===== src/rtl/sqe_hb_pkg.sv =====
package sqe_hb_pkg;

  typedef enum logic [1:0] {
    HB_IDLE  = 2'd0,
    HB_WAIT  = 2'd1,
    HB_PULSE = 2'd2
  } hb_state_e;

  // Nanoseconds to whole clock cycles, rounded to nearest, never below one.
  function automatic int unsigned ns_to_cycles(int unsigned f_hz, int unsigned ns);
    longint unsigned c;
    c = (64'(f_hz) * 64'(ns) + 64'd500_000_000) / 64'd1_000_000_000;
    return (c == 64'd0) ? 32'd1 : 32'(c);
  endfunction

endpackage


===== src/rtl/sqe_hb_fall_det.sv =====
module sqe_hb_fall_det (
  input  logic clk_i,
  input  logic rst_ni,
  input  logic sig_i,
  output logic fall_o
);

  logic sig_q;

  always_ff @(posedge clk_i or negedge rst_ni) begin
    if (!rst_ni) sig_q <= 1'b0;
    else         sig_q <= sig_i;
  end

  assign fall_o = sig_q & ~sig_i;

  AST_FALL_SINGLE: assert property (@(posedge clk_i) disable iff (!rst_ni) fall_o |=> !fall_o);

endmodule


===== src/rtl/sqe_hb_seq.sv =====
module sqe_hb_seq
  import sqe_hb_pkg::*;
#(
  parameter int unsigned DELAY_CYC = 50,
  parameter int unsigned WIDTH_CYC = 50
) (
  input  logic clk_i,
  input  logic rst_ni,
  input  logic armed_i,
  input  logic start_i,
  input  logic tx_en_i,
  output logic hb_o
);

  localparam int unsigned MAX_CYC = (DELAY_CYC > WIDTH_CYC) ? DELAY_CYC : WIDTH_CYC;
  localparam int unsigned CNT_W   = $clog2(MAX_CYC + 1);
  localparam logic [CNT_W-1:0] D_LAST = CNT_W'(DELAY_CYC - 1);
  localparam logic [CNT_W-1:0] W_LAST = CNT_W'(WIDTH_CYC - 1);

  hb_state_e        state_q;
  logic [CNT_W-1:0] cnt_q;

  always_ff @(posedge clk_i or negedge rst_ni) begin
    if (!rst_ni) begin
      state_q <= HB_IDLE;
      cnt_q   <= '0;
    end else if (!armed_i || tx_en_i) begin
      // disarm or new transmission: drop any pending heartbeat
      state_q <= HB_IDLE;
      cnt_q   <= '0;
    end else begin
      unique case (state_q)
        HB_IDLE: begin
          cnt_q <= '0;
          if (start_i) state_q <= HB_WAIT;
        end
        HB_WAIT: begin
          if (cnt_q == D_LAST) begin
            state_q <= HB_PULSE;
            cnt_q   <= '0;
          end else begin
            cnt_q <= cnt_q + 1'b1;
          end
        end
        HB_PULSE: begin
          if (cnt_q == W_LAST) begin
            state_q <= HB_IDLE;
            cnt_q   <= '0;
          end else begin
            cnt_q <= cnt_q + 1'b1;
          end
        end
        default: begin
          state_q <= HB_IDLE;
          cnt_q   <= '0;
        end
      endcase
    end
  end

  assign hb_o = (state_q == HB_PULSE);

  AST_WAIT_BOUND: assert property (@(posedge clk_i) disable iff (!rst_ni)
    (state_q == HB_WAIT) |-> (cnt_q <= D_LAST));
  AST_PULSE_BOUND: assert property (@(posedge clk_i) disable iff (!rst_ni)
    (state_q == HB_PULSE) |-> (cnt_q <= W_LAST));
  AST_PULSE_FROM_WAIT: assert property (@(posedge clk_i) disable iff (!rst_ni)
    $rose(hb_o) |-> $past(state_q == HB_WAIT));
  AST_DISARM_ABORT: assert property (@(posedge clk_i) disable iff (!rst_ni)
    !armed_i |=> (state_q == HB_IDLE));

endmodule


===== src/rtl/sqe_heartbeat_gen.sv =====
module sqe_heartbeat_gen
  import sqe_hb_pkg::*;
#(
  parameter int unsigned CLK_FREQ_HZ = 50_000_000,
  parameter int unsigned DELAY_NS    = 1000,
  parameter int unsigned WIDTH_NS    = 1000
) (
  input  logic clk_i,
  input  logic rst_ni,
  input  logic tx_en_i,
  input  logic col_i,
  input  logic ten_mbps_i,
  input  logic repeater_i,
  input  logic sqe_off_i,
  output logic col_o
);

  localparam int unsigned DELAY_CYC = ns_to_cycles(CLK_FREQ_HZ, DELAY_NS);
  localparam int unsigned WIDTH_CYC = ns_to_cycles(CLK_FREQ_HZ, WIDTH_NS);

  logic armed;
  logic tx_fall;
  logic hb;

  assign armed = ten_mbps_i & ~repeater_i & ~sqe_off_i;

  sqe_hb_fall_det u_fall (
    .clk_i  (clk_i),
    .rst_ni (rst_ni),
    .sig_i  (tx_en_i),
    .fall_o (tx_fall)
  );

  sqe_hb_seq #(
    .DELAY_CYC (DELAY_CYC),
    .WIDTH_CYC (WIDTH_CYC)
  ) u_seq (
    .clk_i   (clk_i),
    .rst_ni  (rst_ni),
    .armed_i (armed),
    .start_i (tx_fall),
    .tx_en_i (tx_en_i),
    .hb_o    (hb)
  );

  assign col_o = col_i | hb;

  AST_COL_PASS: assert property (@(posedge clk_i) disable iff (!rst_ni)
    col_i |-> col_o);
  AST_OFF_SILENT: assert property (@(posedge clk_i) disable iff (!rst_ni)
    !armed |=> (col_o == col_i));
  AST_TX_CANCEL: assert property (@(posedge clk_i) disable iff (!rst_ni)
    tx_en_i |=> (col_o == col_i));
  AST_MIN_CYCLES: assert property (@(posedge clk_i) disable iff (!rst_ni)
    (DELAY_CYC >= 1) && (WIDTH_CYC >= 1) && (col_o || !col_o));

endmodule


===== config.mk =====
export PLATFORM = sky130hd
export DESIGN_NAME = sqe_heartbeat_gen
export DESIGN_NICKNAME = d
export VERILOG_FILES = /design/src/rtl/sqe_hb_pkg.sv /design/src/rtl/sqe_hb_fall_det.sv /design/src/rtl/sqe_hb_seq.sv /design/src/rtl/sqe_heartbeat_gen.sv
export SDC_FILE = /design/constraint.sdc
export NUM_CORES = 1
export LEC_CHECK = 0
export CAP_MARGIN = 30
export CORE_AREA = 8 8 45 47
export DETAILED_ROUTE_END_ITERATION = 12
export DIE_AREA = 0 0 53 55
export GPL_ROUTABILITY_DRIVEN = 0
export PLACE_DENSITY_LB_ADDON = 0.2
export SLEW_MARGIN = 20
export SYNTH_ARGS = -nofsm -noshare
export SYNTH_HDL_FRONTEND = slang
export SYNTH_SLANG_ARGS = --single-unit
export TNS_END_PERCENT = 100

===== constraint.sdc =====
create_clock -name clk_i -period 1.8 [get_ports clk_i]
set_clock_uncertainty 0.2 [all_clocks]
set_input_delay 0.36 -clock clk_i [delete_from_list [all_inputs] [get_ports clk_i]]
set_output_delay 0.36 -clock clk_i [all_outputs]
set_load 0.1 [all_outputs]

==> flow_summary.ini <==
[sta]
final.setup.tns_ns = 0
finalSetupViolCount = 0
finalCritPeriodShare_pct = 100
worst_slew_pin_slew_ns = 0.412
hold_viol_final = 0
layout_setup_ws_ns = 0.0000433
finalCriticalPeriod_ns = 1.80
rsz0062_at_grt = true
slew_viol_final = 0
max_clock_freq_mhz = 556
slew-limit-headroom_pct = 72.5

[clocking]
clock_path_buffers = 2
cts_tree = built
cts_buffers = 3
clock_sinks = 9
clk_latency_ns = 0.26
htreeDepth = 1
clk_pin_slew_ns = 0.06
root_buffer = clkbuf_4

[worst_hold_path]
hp-class = input pin to async pin

[finish]
layout.nets = 76
area_growth_pct = 33.2
diodes = 0
final_core_util_pct = 46.7
multi_input_area_sq_um = 246
drive_above_1_share_pct = 22.2
fin_cells = 79
nFillCells = 129
regArea_sq_um = 225

[drt]
wl_met2_um = 449
routed-via-count = 376
drtAntennaViolNets = 0
highest_layer = met4
drt-initial-drc-count = 0
viasPerCell = 4.76
drt-met1-wl_um = 385
firstDrtPassIters = 1
wl_met3_um = 46
routed_wl_um = 921
wl_per_cell_um = 11.7
drcViolationCount = 0

[worst_setup_path]
end_kind = output pin
crit_fanout = 2
r2r_setup_slack_ns = 0.27
r2r-end = u_seq.state_q[0]
rr_worst_depth = 5
crit_required_ns = 1.24
cp.arrival_ns = 1.24
timing.rr.start = u_seq.state_q[1]
cp-start-kind = flop
path_class = flop to output pin

[die]
core_area_sq_um = 1380
die_h_um = 55
die_x_um = 53
die_area_sq_um = 2920
ios = 8
start_util_pct = 35.1
rows = 14

[grt]
grt_antenna_before_repair = 0
grt_pass1_vias = 396
grt_start_max_net_pins = 10
overflow = 0
grt_pass1_wl_mm = 1.55
grt_usage_pct = 7.59

[synthesis]
syn_area_sq_um = 485
yosysTopAreaCell = dfrtp_1
synth_top_area_share_pct = 46.4
synth_area_leaders = dfrtp_1 (46%), ha_1 (13%), nor2_1 (7.0%), nand3_1 (4.1%), inv_1 (3.9%)
ys_ff_latch = 9
synthTopCellsByCount = dfrtp_1 (9), nor2_1 (9), ha_1 (5), inv_1 (5), nand3_1 (4)
yosysSeqAreaShare_pct = 46.4
syn_avg_cell_area_sq_um = 10.1
synth_edf_count = 0
ys_dominant_reg_cell = dfrtp_1
synthesis.nets = 60
synth_cell_types = 18
ys_warn_count = 0
ys_async_sr_fraction_pct = 100
syn_inst = 48

[power]
powerDensity_nw_per_um2 = 624
peakVddDrop_v = 0.000330
p_leak_uw = 0.000275

[placed_design]
portBuffers = 7
place_inst = 71
dp_slack_ns = -0.0206
dpl.hpwl_um = 676

[job]
cap_viol_max_count = 0

[status]
run_status = finished clean
[placed cells by master (no fill, tap or decap), drive strengths merged, types with 2 or more instances in the layout]
master / Yosys / layout
buf: 0 / 5
clkbuf: 0 / 4
clkdlybuf4s50: 0 / 6
dfrtp: 9 / 9
ha: 5 / 5
inv: 5 / 5
nand3: 4 / 4
nor2: 10 / 10
o21ai: 3 / 3
xnor2: 2 / 2
xor2: 2 / 2
[power breakdown]
part           switching (uW)  internal [uW]  total [uW]
Combinational            19.7           21.3        41.0
Sequential              0.924            204         205
Clock                    72.2           85.5         158
[logic make-up after synthesis]
| family | count (synthesis) | synth area share [%] |
|---|---|---|
| adders and majority gates | 5 | 12.9 |
| and+or+nand+nor | 20 | 22.2 |
| AOI/OAI and AO/OA | 5 | 7.47 |
| xor gates and xnor gates | 4 | 7.22 |
| buffers and inverters | 5 | 3.87 |
| DFF | 9 | 46.4 |
[worst max-delay path by stage]
| stage | from | to | slack, ns | cells after the start |
|---|---|---|---|---|
| 3_3_place_gp | repeater_i | u_seq.cnt_q[4] | 0.01 | 4 |
| 3_5_place_dp | repeater_i | u_seq.cnt_q[5] | -0.02 | 4 |
| 6_report | u_seq.state_q[0] | col_o | 0.00004 | 4 |
| 2_1_floorplan | u_seq.state_q[0] | col_o | 0.10 | 3 |
| 4_1_cts | u_seq.state_q[0] | col_o | -0.01 | 4 |
| 5_1_grt | u_seq.state_q[0] | col_o | -0.05 | 4 |
[flip-flops by register name, summed over array words and instances, names as in the netlist]
register and count:
u_fall.sig_q 1, u_seq.cnt_q 6, u_seq.state_q 2
[metrics by stage]
stage                     hold slack [ns]  instance area (sq um)  power, uW
after CTS                           0.201                    647        414
final                               0.194                    647        404
after global routing                0.235                    647        424
after global placement              0.289                    586        248
after detailed placement            0.289                    586        248
after floorplan                    -0.136                    485        224
[critical path, cell delays in order, from the launching register on]
cell and delay [ns]:
dfrtp_1 0.36, inv_2 0.04, ha_2 0.18, or2_4 0.23, buf_12 0.16
[what timing repair did]
action	4_1_cts	5_1_grt
buffers inserted	4	0
hold buffers	0	0
gates cloned	0	0
resized for setup	3	0
setup endpoints to repair	1	1
pin swaps	1	0
[final cells by class]
type,count,area share (%)
multi-input cells,34,38.1
flip-flops and latches,9,34.8
repair buffers,11,17.0
clock buffers,4,4.06
well taps,16,3.09
inverters,5,2.90
[routing by layer]
metal | GRT usage [%] | vias to the layer above
met5 | 0 | -
met4 | 7.76 | 0
met3 | 2.67 | 5
met2 | 12.5 | 8
met1 | 7.11 | 172
li1 | - | 191
(Power assumes the default switching activity.)
